File: src/rtl/pgs_pkg.sv
package pgs_pkg;

  typedef enum logic {
    PH_QUALIFY = 1'b0,
    PH_HOLD    = 1'b1
  } qual_phase_e;

  // Counter bits needed to count 0 .. max(a,b)-1.
  function automatic int unsigned run_width(input int unsigned a, input int unsigned b);
    int unsigned m;
    m = (a > b) ? a : b;
    return (m < 2) ? 1 : $clog2(m);
  endfunction

endpackage

File: src/rtl/pgs_sync.sv
module pgs_sync #(
  parameter int unsigned WIDTH  = 4,
  parameter int unsigned STAGES = 2
) (
  input  logic             clk,
  input  logic             rst_n,
  input  logic [WIDTH-1:0] async_in,
  output logic [WIDTH-1:0] sync_out
);

  logic [WIDTH-1:0] stage_q [STAGES];

  generate
    for (genvar s = 0; s < STAGES; s++) begin : g_stage
      if (s == 0) begin : g_first
        always_ff @(posedge clk or negedge rst_n) begin
          if (!rst_n) stage_q[s] <= '0;
          else        stage_q[s] <= async_in;
        end
      end else begin : g_next
        always_ff @(posedge clk or negedge rst_n) begin
          if (!rst_n) stage_q[s] <= '0;
          else        stage_q[s] <= stage_q[s-1];
        end
      end
    end
  endgenerate

  assign sync_out = stage_q[STAGES-1];

endmodule

File: src/rtl/pgs_qualifier.sv
module pgs_qualifier
  import pgs_pkg::*;
#(
  parameter int unsigned RISE_CYC = 16,
  parameter int unsigned FALL_CYC = 4
) (
  input  logic clk,
  input  logic rst_n,
  input  logic en,
  input  logic good,
  output logic held
);

  localparam int unsigned     CW        = run_width(RISE_CYC, FALL_CYC);
  localparam logic [CW-1:0]   RISE_LAST = CW'(RISE_CYC - 1);
  localparam logic [CW-1:0]   FALL_LAST = CW'(FALL_CYC - 1);

  qual_phase_e   phase_q;
  logic [CW-1:0] run_q;

  // Named events: qualification completes / a real drop is confirmed.
  logic rise_evt, fall_evt, run_clear;

  assign rise_evt  = en && (phase_q == PH_QUALIFY) && good  && (run_q == RISE_LAST);
  assign fall_evt  = en && (phase_q == PH_HOLD)    && !good && (run_q == FALL_LAST);
  // Run is cleared when the input agrees with the current phase.
  assign run_clear = (phase_q == PH_QUALIFY) ? !good : good;

  always_ff @(posedge clk or negedge rst_n) begin
    if (!rst_n) begin
      phase_q <= PH_QUALIFY;
      run_q   <= '0;
    end else if (!en) begin
      phase_q <= PH_QUALIFY;
      run_q   <= '0;
    end else if (rise_evt) begin
      phase_q <= PH_HOLD;
      run_q   <= '0;
    end else if (fall_evt) begin
      phase_q <= PH_QUALIFY;
      run_q   <= '0;
    end else if (run_clear) begin
      run_q   <= '0;
    end else begin
      run_q   <= run_q + 1'b1;
    end
  end

  assign held = (phase_q == PH_HOLD);

endmodule

File: src/rtl/pgs_supervisor.sv
module pgs_supervisor #(
  parameter int unsigned N_CH        = 4,
  parameter int unsigned RISE_CYC    = 32_000_000,
  parameter int unsigned FALL_CYC    = 6_000,
  parameter int unsigned SYNC_STAGES = 2
) (
  input  logic            clk,
  input  logic            rst_n,
  input  logic            enable,
  input  logic [N_CH-1:0] rail_ok,
  output logic [N_CH-1:0] rail_status,
  output logic            power_good
);

  logic [N_CH-1:0] ok_sync;
  logic [N_CH-1:0] chan_held;

  pgs_sync #(
    .WIDTH (N_CH),
    .STAGES(SYNC_STAGES)
  ) u_sync (
    .clk     (clk),
    .rst_n   (rst_n),
    .async_in(rail_ok),
    .sync_out(ok_sync)
  );

  generate
    for (genvar g = 0; g < N_CH; g++) begin : g_ch
      pgs_qualifier #(
        .RISE_CYC(RISE_CYC),
        .FALL_CYC(FALL_CYC)
      ) u_qual (
        .clk  (clk),
        .rst_n(rst_n),
        .en   (enable),
        .good (ok_sync[g]),
        .held (chan_held[g])
      );
    end
  endgenerate

  assign rail_status = chan_held & {N_CH{enable}};
  assign power_good  = &rail_status;

endmodule

File: config.mk
export PLATFORM = sky130hd
export DESIGN_NAME = pgs_supervisor
export DESIGN_NICKNAME = d
export VERILOG_FILES = /design/src/rtl/pgs_pkg.sv /design/src/rtl/pgs_sync.sv /design/src/rtl/pgs_qualifier.sv /design/src/rtl/pgs_supervisor.sv
export SDC_FILE = /design/constraint.sdc
export NUM_CORES = 1
export LEC_CHECK = 0
export BUFFER_PORTS_ARGS = -buffer_cell sky130_fd_sc_hd__buf_2
export CAP_MARGIN = 20
export CORE_MARGIN = 2
export CORE_UTILIZATION = 56
export CTS_CLUSTER_DIAMETER = 50
export CTS_CLUSTER_SIZE = 25
export DETAILED_ROUTE_END_ITERATION = 6
export PLACE_DENSITY = 0.75
export RECOVER_POWER = 100
export SYNTH_ARGS = -nofsm -noshare
export SYNTH_HDL_FRONTEND = slang
export SYNTH_SLANG_ARGS = --single-unit
File: constraint.sdc
create_clock -name clk -period 4.2 [get_ports clk]
set_input_delay 0 -clock clk [delete_from_list [all_inputs] [get_ports clk]]
set_output_delay 0 -clock clk [all_outputs]
set_load 0.01 [all_outputs]
==> metrics.csv, run 1 <==
stage,metric,value,unit
synthesis,syn_nets,569,
worst_setup_path,crit_path_top_delay_cell,o21bai_1,
pwr,share_comb_of_total_power,0.028,
finish,final_util,0.611,
clock_tree,cts.clk_slew.worst_paths,90,ps
clock_tree,cts-resized-gates,0,
global_route,grt_pass1_wl,18.0,mm
synthesis,synthArstFlopShare,1.00,
synthesis,synthCells,558,
status,status,"finished, violations left",
timing,slew_viol_final,74,
synthesis,syn_area_per_cell,9.84,um^2
detailed_routing,drt_iter0_markers,170,
placed_design,io_buffers,11,
synthesis,synthFlopType,dfrtp_1,
detailed_routing,drt_pre_antenna_iters,4,
timing,setup_slack,1410,ps
timing,tns,0,ps
floorplanning,core,9640,um^2
worst_setup_path,worstPathArrival,3000,ps
floorplanning,initial_core_util,0.570,
synthesis,ys_seq_area_frac,0.510,
clock_tree,cts_tree,yes,
pwr,power_density,322,nW/um^2
pwr,vdd_drop_max,0.153,mV
floorplanning,die_w,103,um
floorplanning,num_rows,36,
clock_tree,ctsHoldBuffers,5,
global_route,antenna_found_initial,0,
finish,layout.nets,587,
pwr,switching_power,0.404,mW
timing,relSlewSlack,-0.196,
global_route,grt_max_degree,74,
timing,period_needed,2790,ps
detailed_routing,postRouteAntennaNets,0,
detailed_routing,vias,4032,
placed_design,dpl_cell_area,5650,um^2
synthesis,yosysMostFrequentCell,dfrtp_1,
worst_setup_path,critPathBufInv,0,
timing,skew,14.3,ps
synthesis,netlist.area_leader.share,0.510,
status,violations,"max-capacitance violations, max-slew violations",
floorplanning,die-height,103,um
pwr,sw_frac_of_total,0.213,
pwr,clock_power_share,0.396,
timing,holdWs,114,ps
synthesis,synth.area.top_cells,"dfrtp_1 51%, xor2_1 8.9%, nor2_1 7.5%",
timing,fin_crit_sh,0.665,
clock_tree,cts_htree_levels,3,
floorplanning,die_area,10600,um^2
finish,fin_area,5890,um^2
clock_tree,postCtsSetupBuffers,0,
placed_design,place_ws,2080,ps
detailed_routing,vias_per_cell,5.65,
synthesis,synth_common_cells,"112 x dfrtp_1, 110 x nor2_1, 56 x xor2_1",
finish,synthToLayoutAreaGrowth,7.20,%
pwr,power_frac_seq,0.576,
synthesis,synth_area,5490,um^2
worst_setup_path,r2r_setup_slack,1410,ps
worst_setup_path,critPathKind,reg2reg,
pwr,p_int,1.49,mW
finish,drive_above_1_share,0.0482,
worst_setup_path,cp-end-kind,register,
clock_tree,cts.sinks,112,
detailed_routing,drt-total-wl,10.5,mm
timing,hold_viol,0,
worst_setup_path,max_stage_delay,1000,ps
synthesis,synth_edf_count,0,
worst_setup_path,crit_fanout,18,
global_route,grt_pass1_vias,3883,
timing,rsz0062_at_grt,false,
finish,diodes,0,
synthesis,synth_largest_area_cell,dfrtp_1,
placed_design,numPlacedInstances,693,
pwr,power_leakage,2.42,nW
clock_tree,cts_max_path_buffers,2,
synthesis,ys_types,39,
timing,finalSetupViolCount,0,
synthesis,yosysWarningCount,0,
placed_design,dpl.hpwl,7.12,mm
worst_setup_path,critPathTopFamily,compound AO/OA/AOI/OAI gates,
global_route,grt_overflow,0,
flow_run,max_cap_viol_count,1,
clock_tree,clkLatencyLatePin,380,ps
worst_setup_path,critical_path.startpoint_type,register,
clock_tree,cts-root-buf,clkbuf_8,
global_route,grt_use_total,0.214,
detailed_routing,drc_errors,0,
synthesis,ys_ff_latch,112,
placed_design,place_congestion,0.847,
worst_setup_path,crit_chain,ha_1 -> nand3_1 -> or2_0 -> a2bb2oi_1 -> o21bai_1 -> nor2_1,
floorplanning,ios,12,
finish,instances_no_fill,714,
detailed_routing,wire_per_inst,14.7,um
timing,tightest_slew,1790,ps
pwr,power,1.90,mW
timing,fmax,358,MHz
clock_tree,numCtsBuffers,9,
worst_setup_path,required,4400,ps
hold_path,hp-class,in2reg,
-- flip-flops by register name (all words and copies together) (netlist names) --
| name | count |
|---|---|
| g_ch.u_qual.run_q | 100 |
| g_ch.u_qual.held | 4 |
| u_sync.stage_q | 4 |
| u_sync.sync_out | 4 |
-- final cells by class --
type | count | area (um^2)
sequential | 112 | 2800
multi-input combinational | 425 | 2530
fill | 841 | 3750
tap | 133 | 166
timing repair buffer | 17 | 108
inverter | 11 | 41.3
clock inverter | 6 | 108
clock buffer | 10 | 128
-- layout by cell type (no fill, tap or decap), drive strengths merged --
cell type    netlist  final
and2               6      6
a21o               2      2
buf                8      8
a22oi              2      2
or4                1      1
nor2b              1      1
a22o               1      1
nand4b             4      4
xnor2             36     36
dlygate4sd3        0      5
nand3b             4      4
a2bb2oi            1      1
clkinvlp           0      1
clkinv             0      2
nand2             38     38
nand3             36     36
xor2              56     56
nor3              17     17
nor4              18     18
bufinv             0      3
dfrtp            112    112
nor2             110    110
and3              26     26
a21oi              4      4
o21ai              9      9
nand2b             1      1
and4               5      5
nor4b              5      5
o21bai             3      3
clkbuf             2     14
or3                6      6
nand4             26     26
or4b               1      1
ha                 4      4
inv               11     11
or2                2      2
-- cell families (layout without fill, tap and decap cells) --
kind of cell | Yosys count | in the layout | share of synthesized area
and+or+nand+nor | 307 | 307 | 0.284
DFF | 112 | 112 | 0.510
xor gates and xnor gates | 92 | 92 | 0.147
AOI/OAI and AO/OA | 22 | 22 | 0.0294
buffers and inverters | 21 | 44 | 0.0198
adders and majority gates | 4 | 4 | 0.00912
-- power groups by stage --
| stage | registers, mW | logic [mW] | clock network, mW |
|---|---|---|---|
| finish | 1.09 | 0.0539 | 0.750 |
| global route | 1.09 | 0.0639 | 0.807 |
| CTS | 1.09 | 0.0585 | 0.770 |
| detailed placement | 1.11 | 0.0549 | 0 |
| global placement | 1.11 | 0.0538 | 0 |
| floorplan | 1.11 | 0.0251 | 0 |
-- tightest hold or removal path, cell delays in order --
cell     delay (ps)
buf_2           190
nand2_1         150
o21ai_0         100
-- path summary, 6_finish.rpt --
check	from	end	cells past startpoint
max in group asynchronous	rst_n	g_ch[1].u_qual.run_q[23]	3
min in group asynchronous	rst_n	g_ch[1].u_qual.run_q[10]	2
max reg2reg	g_ch[1].u_qual.run_q[0]	g_ch[1].u_qual.run_q[19]	6
min	enable	g_ch[0].u_qual.held	3
max	g_ch[1].u_qual.run_q[0]	g_ch[1].u_qual.run_q[19]	6
min reg2reg	u_sync.stage_q[7]	u_sync.sync_out[3]	0
-- routing by layer --
| layer | track usage | vias up | wire length [um] |
|---|---|---|---|
| met5 | 0 | - | 0 |
| met4 | 0.0719 | 0 | 135 |
| met3 | 0.0366 | 12 | 285 |
| met2 | 0.342 | 65 | 5100 |
| met1 | 0.299 | 2008 | 5000 |
| li1 | - | 1947 | - |
Note: power is estimated with default switching activity, not from simulation.
==> inputs of run 2 (changes only) <==
Settings changed: PLACE_DENSITY 0.75 to 0.78.
Clock period 4.2 ns to 2.5 ns, I/O delays scaled along.
==> run 2 against run 1 <==
Net effect: die area stayed put; clock skew is 6.6 ps lower; final cell count is 1.1% higher; the flow now finishes without violations; global-route usage is 0.48 points lower; sequential power is 68% higher; final area is 0.77% higher; maximum frequency is 29% higher; sequential share of layout area is 0.36 points lower; largest cell class unchanged; clock power is 47% higher; via count is 0.27% lower; setup slack worse by 1100 ps; register-to-register slack worse by 1100 ps.
==> metrics.csv, run 2 (synthesis results as in run 1) <==
stage,metric,value,unit,change
status,status,"complete, no violations",,
clock_tree,cts_htree_levels,3,,unchanged
floorplanning,die_area,10600,um^2,unchanged
detailed_routing,routed-wl-met2,5.08,mm,-0.49%
clock_tree,cts-root-buf,clkbuf_8,,
detailed_routing,vias,4021,,-0.27%
finish,largest_reg_flops,100,,unchanged
floorplanning,die-height,103,um,unchanged
global_route,grt_max_degree,57,,-23%
timing,setup_slack,335,ps,-1070 ps
clock_tree,cts_tree,yes,,
floorplanning,core,9640,um^2,unchanged
finish,layout.nets,596,,+1.5%
pwr,vdd_drop_max,0.422,mV,+180%
timing,relSlewSlack,0.127,,+0.323
worst_setup_path,required,2780,ps,-1620 ps
timing,slew_viol_final,0,,-100%
clock_tree,cts_max_path_buffers,2,,unchanged
finish,synthToLayoutAreaGrowth,8.02,%,
finish,drive_above_1_share,0.0611,,+0.0129
worst_setup_path,cp-end-kind,register,,
detailed_routing,drt_pre_antenna_iters,4,,unchanged
clock_tree,numCtsBuffers,9,,unchanged
finish,final_util,0.615,,+0.00467
global_route,antenna_found_initial,0,,unchanged
worst_setup_path,worstReg2RegStart,g_ch[3].u_qual.run_q[0],,
floorplanning,num_rows,36,,unchanged
worst_setup_path,cp-startpoint,g_ch[3].u_qual.run_q[0],,
clock_tree,postCtsSetupBuffers,0,,unchanged
worst_setup_path,critPathBufInv,1,,+1
placed_design,place_congestion,0.833,,-1.6%
pwr,power_density,511,nW/um^2,+59%
clock_tree,cts.sinks,112,,unchanged
timing,tns,0,ps,unchanged
detailed_routing,drt_iter0_markers,163,,-4.1%
detailed_routing,drt-total-wl,10.3,mm,-2.1%
placed_design,place_ws,463,ps,-1620 ps
flow_run,max_cap_viol_count,0,,-1
worst_setup_path,crit_end,g_ch[3].u_qual.run_q[11],,
timing,fin_crit_sh,0.866,,+0.201
finish,top_register,g_ch.u_qual.run_q,,
timing,tightest_slew,1310,ps,-485 ps
worst_setup_path,worstPathArrival,2440,ps,-560 ps
timing,period_needed,2170,ps,-628 ps
finish,layout.cells.most_common,dfrtp_1,,
clock_tree,clkLatencyLatePin,380,ps,about the same
timing,skew,7.67,ps,-6.65 ps
detailed_routing,met1_length,4.86,mm,-2.7%
hold_path,hp-class,in2reg,,
finish,mostFrequentLayoutCells,"112 x dfrtp_1, 110 x nor2_1, 56 x xor2_1",,
timing,holdWs,103,ps,-10.3 ps
floorplanning,ios,12,,unchanged
timing,finalSetupViolCount,0,,unchanged
worst_setup_path,critPathKind,reg2reg,,
worst_setup_path,r2r-end,g_ch[3].u_qual.run_q[11],,
placed_design,dpl.hpwl,7.08,mm,-0.62%
pwr,power_leakage,2.44,nW,+0.82%
pwr,power,3.03,mW,+60%
global_route,grt_use_total,0.209,,-0.00483
clock_tree,cts.clk_slew.worst_paths,100,ps,about the same
worst_setup_path,critical_path.startpoint_type,register,,
detailed_routing,postRouteAntennaNets,0,,unchanged
global_route,grt_pass1_wl,17.5,mm,-2.4%
placed_design,io_buffers,11,,unchanged
floorplanning,die_w,103,um,unchanged
worst_setup_path,cp_common_cell,nor2_1,,
detailed_routing,maxUsedRoutingLayer,met4,,
timing,fmax,462,MHz,+29%
worst_setup_path,critPathTopFamily,compound AO/OA/AOI/OAI gates,,
worst_setup_path,path_depth,7,,+1
worst_setup_path,crit_fanout,7,,-11
worst_setup_path,ff2ff_path_depth,7,,+1
global_route,grt_pass1_vias,3880,,-0.077%
finish,diodes,0,,unchanged
placed_design,numPlacedInstances,702,,+1.3%
placed_design,dpl_cell_area,5720,um^2,+1.2%
detailed_routing,vias_per_cell,5.57,,-1.4%
timing,hold_viol,0,,unchanged
global_route,grt_overflow,0,,unchanged
worst_setup_path,max_stage_delay,480,ps,-520 ps
finish,instances_no_fill,722,,+1.1%
detailed_routing,wire_per_inst,14.3,um,-3.2%
worst_setup_path,r2r_setup_slack,330,ps,-1070 ps
detailed_routing,route.met3.wl,274,um,-3.9%
detailed_routing,drc_errors,0,,unchanged
finish,fin_area,5930,um^2,+0.77%
floorplanning,initial_core_util,0.570,,unchanged
timing,rsz0062_at_grt,false,,
worst_setup_path,crit_path_top_delay_cell,o21bai_1,,
worst_setup_path,crit_chain,ha_1 -> nand4_1 -> nor2_1 -> a22oi_1 -> o21bai_1 -> buf_4 -> nor2_1,,
run 2: changes by cell type in the layout (fill, tap and decap cells not counted), sizes merged:
cell,before,now
buf,8,11
clkbuf,14,20
clkinvlp,1,0
bufinv,3,1
inv,11,13
run 2: power by group:
part / switching [mW] / internal, mW / total, mW
registers: 0.00991 / 1.82 / 1.83
clock network: 0.606 / 0.496 / 1.10
logic: 0.0728 / 0.0235 / 0.0964
run 2: worst min-delay path by stage:
| stage | cells after the start | endpoint | start | slack [ps] |
|---|---|---|---|---|
| floorplan | 0 | g_ch[0].u_qual.held | rst_n | -300 |
| detailed placement | 1 | g_ch[1].u_qual.run_q[11] | rst_n | 90 |
| global route | 3 | g_ch[0].u_qual.held | enable | 130 |
| finish | 3 | g_ch[0].u_qual.held | enable | 100 |
| global placement | 1 | g_ch[1].u_qual.run_q[11] | rst_n | 80 |
| CTS | 3 | g_ch[0].u_qual.held | enable | 90 |
run 2: worst reg2reg max path, cell delays in order (launching register included):
cell	delay, ps
dfrtp_1	420
ha_1	230
nand4_1	140
nor2_1	330
a22oi_1	150
o21bai_1	480
buf_4	250
nor2_1	60
run 2: layer usage:
layer  global-route usage  up-vias
met3               0.0522        9
met2                0.348       47
met5                    0        -
li1                     -     1972
met1                0.281     1993
met4               0.0455        0
run 2: layout make-up:
| class | instances | area [um^2] |
|---|---|---|
| tap | 133 | 166 |
| multi-input combinational | 425 | 2560 |
| clock buffer | 10 | 138 |
| inverter | 11 | 41.3 |
| fill | 823 | 3710 |
| timing repair buffer | 26 | 156 |
| clock inverter | 5 | 65.1 |
| sequential | 112 | 2800 |
run 2: timing repair:
| item | in CTS | in global routing |
|---|---|---|
| gates resized for setup | 0 | 0 |
| hold buffers | 5 | 0 |
| endpoints found under the hold margin | 58 | 0 |
| endpoints found under the setup margin | 0 | 0 |
==> inputs of run 3 (changes only) <==
Settings changed: ABC_AREA set to 1.
==> run 3 against run 2 <==
Net effect: setup slack better by 180 ps; global-route usage is 2.9 points higher; routed wire length up 33%; core utilization is 0.15 points lower; clock-buffer cell count down 1; final cell count up 50%; via count grew 37%; sequential power about the same; first-iteration DRC count is 65% higher; clock power up 30%; sequential share of layout area is 7.1 points lower; synthesized cell count increased by 64%; highest routed layer unchanged.
==> metrics.csv, run 3 <==
stage,metric,value,unit,change
status,status,"complete, no violations",,
finish,diodes,0,,unchanged
clock_tree,cts_htree_levels,3,,unchanged
finish,top_register,g_ch.u_qual.run_q,,
worst_setup_path,worstPathArrival,2260,ps,-180 ps
clock_tree,postCtsSetupBuffers,0,,unchanged
synthesis,syn_nets,924,,+62%
synthesis,syn_area_per_cell,7.14,um^2,-27%
synthesis,synth_common_cells,"261 x nand2_1, 226 x nor2_1, 112 x dfrtp_1",,
synthesis,yosysWarningCount,0,,unchanged
clock_tree,cts.clk_slew.worst_paths,80,ps,-20 ps
global_route,grt_max_degree,49,,-14%
floorplanning,core,11400,um^2,+18%
placed_design,dpl.hpwl,10.2,mm,+44%
synthesis,synth_area,6520,um^2,+19%
global_route,grt_overflow,0,,unchanged
detailed_routing,postRouteAntennaNets,0,,unchanged
pwr,p_int,2.55,mW,+9.0%
detailed_routing,vias,5506,,+37%
finish,layout.cells.most_common,nand2_1,,
detailed_routing,drt-total-wl,13.7,mm,+33%
global_route,grt_pass1_wl,24.2,mm,+38%
clock_tree,numCtsBuffers,9,,unchanged
detailed_routing,wire_per_inst,12.7,um,-11%
synthesis,ys_ff_latch,112,,unchanged
clock_tree,cts.sinks,112,,unchanged
floorplanning,num_rows,39,,+8.3%
clock_tree,cts_max_path_buffers,2,,unchanged
synthesis,ys_seq_area_frac,0.430,,-0.0807
pwr,share_comb_of_total_power,0.029,,-0.003
worst_setup_path,required,2770,ps,about the same
timing,tns,0,ps,unchanged
hold_path,hp-class,in2async,,
timing,skew,11.8,ps,+4.15 ps
clock_tree,cts-resized-gates,0,,unchanged
clock_tree,ctsHoldBuffers,5,,unchanged
floorplanning,die_w,112,um,+8.6%
flow_run,max_cap_viol_count,0,,unchanged
pwr,clock_power_share,0.426,,+0.062
synthesis,netlist.area_leader.share,0.430,,-0.0807
floorplanning,ios,12,,unchanged
pwr,power_leakage,3.01,nW,+23%
synthesis,yosysMostFrequentCell,nand2_1,,
global_route,grt_pass1_vias,5294,,+36%
finish,mostFrequentLayoutCells,"263 x nand2_1, 227 x nor2_1, 112 x dfrtp_1",,
worst_setup_path,critical_path.startpoint_type,register,,
worst_setup_path,cp-end-kind,register,,
timing,fin_crit_sh,0.793,,-0.0727
pwr,vdd_drop_max,0.616,mV,+46%
timing,tightest_slew,1150,ps,-157 ps
placed_design,io_buffers,11,,unchanged
worst_setup_path,ff2ff_path_depth,8,,+1
detailed_routing,drt_iter0_markers,269,,+65%
pwr,power,3.36,mW,+11%
timing,rsz0062_at_grt,false,,
pwr,power_density,482,nW/um^2,-5.7%
floorplanning,die-height,112,um,+8.6%
finish,layout.nets,944,,+58%
synthesis,ys_types,33,,-15%
synthesis,synth.area.top_cells,"dfrtp_1 43%, nand2_1 15%, nor2_1 13%",,
timing,period_needed,1980,ps,-182 ps
clock_tree,cts-root-buf,clkbuf_16,,
pwr,power_frac_seq,0.544,,-0.061
detailed_routing,vias_per_cell,5.09,,-8.5%
timing,finalSetupViolCount,0,,unchanged
global_route,grt_use_total,0.238,,+0.0288
timing,hold_viol,0,,unchanged
finish,largest_reg_flops,100,,unchanged
timing,fmax,504,MHz,+9.2%
synthesis,synthArstFlopShare,1.00,,unchanged
pwr,switching_power,0.811,mW,+18%
finish,synthToLayoutAreaGrowth,7.00,%,
worst_setup_path,critPathKind,reg2reg,,
timing,relSlewSlack,0.232,,+0.105
finish,final_util,0.614,,-0.00153
synthesis,synthCells,913,,+64%
clock_tree,cts_tree,yes,,
global_route,antenna_found_initial,0,,unchanged
clock_tree,clkLatencyLatePin,360,ps,-20 ps
finish,drive_above_1_share,0.0437,,-0.0174
synthesis,synth_edf_count,0,,unchanged
floorplanning,die_area,12500,um^2,+18%
detailed_routing,drc_errors,0,,unchanged
worst_setup_path,crit_fanout,25,,+18
synthesis,synthFlopType,dfrtp_1,,
timing,slew_viol_final,0,,unchanged
detailed_routing,drt_pre_antenna_iters,4,,unchanged
floorplanning,initial_core_util,0.574,,+0.00399
pwr,sw_frac_of_total,0.241,,+0.0138
synthesis,synth_largest_area_cell,dfrtp_1,,
placed_design,place_congestion,0.929,,+12%
==> run 3: area by class of cell <==
cell class	count	area (um^2)
well taps	143	179
flip-flops and latches	112	2800
repair buffers	18	110
multi-input cells	686	3190
clock inverters	7	70.1
fillers	1094	4390
clock buffers	9	225
inverters	106	398
==> run 3: worst max-delay path: stages (launching register included) <==
cell and delay [ps]:
dfrtp_1 400, ha_1 230, nand3_1 160, inv_1 140, nand2_4 140, nor2_1 50
nand2_1 100, nand3_2 430, nor2_1 260
==> run 3: path summary, 6_finish.rpt <==
kind | start | end | slack [ps]
min in group clk | enable | g_ch[0].u_qual.run_q[14] | 130
min reg2reg | u_sync.stage_q[5] | u_sync.sync_out[1] | 350
max reg2reg | g_ch[2].u_qual.run_q[0] | g_ch[2].u_qual.run_q[5] | 520
max in group asynchronous | rst_n | g_ch[3].u_qual.run_q[22] | 910
max | g_ch[2].u_qual.run_q[0] | g_ch[2].u_qual.run_q[5] | 520
min | rst_n | g_ch[1].u_qual.run_q[7] | 110
==> run 3: metrics by stage <==
| step | worst slack (ps) | hold slack [ps] | cells | instance area [um^2] |
|---|---|---|---|---|
| floorplan | 1030 | -296 | 913 | 6520 |
| global placement | 696 | -25.9 | 1060 | 6690 |
| detailed placement | 624 | -21.6 | 1060 | 6690 |
| CTS | 605 | 127 | 1081 | 7040 |
| global route | 284 | 148 | 1081 | 6980 |
| finish | 516 | 114 | 1081 | 6980 |
==> run 3: per-layer routing <==
layer  part of all wire  GRT usage  vias up
met4              0.011     0.0593        0
met2               0.48      0.389       87
met5                  0          0        -
met3              0.042     0.0512       13
met1               0.47      0.326     2564
li1                   -          -     2842
==> run 3: cells by family after synthesis <==
group,Yosys count,synth area share
xor gates and xnor gates,56,0.0752
DFF,112,0.430
and+or+nand+nor,602,0.391
adders and majority gates,4,0.00767
AOI/OAI and AO/OA,24,0.0209
buffers and inverters,115,0.0756
==> run 3: power groups by stage <==
stage	Clock, mW	Sequential (mW)	Combinational, mW
floorplan	0	1.87	0.0562
global placement	0	1.87	0.0993
detailed placement	0	1.87	0.102
CTS	1.47	1.83	0.107
global route	1.55	1.83	0.116
finish	1.43	1.83	0.0984
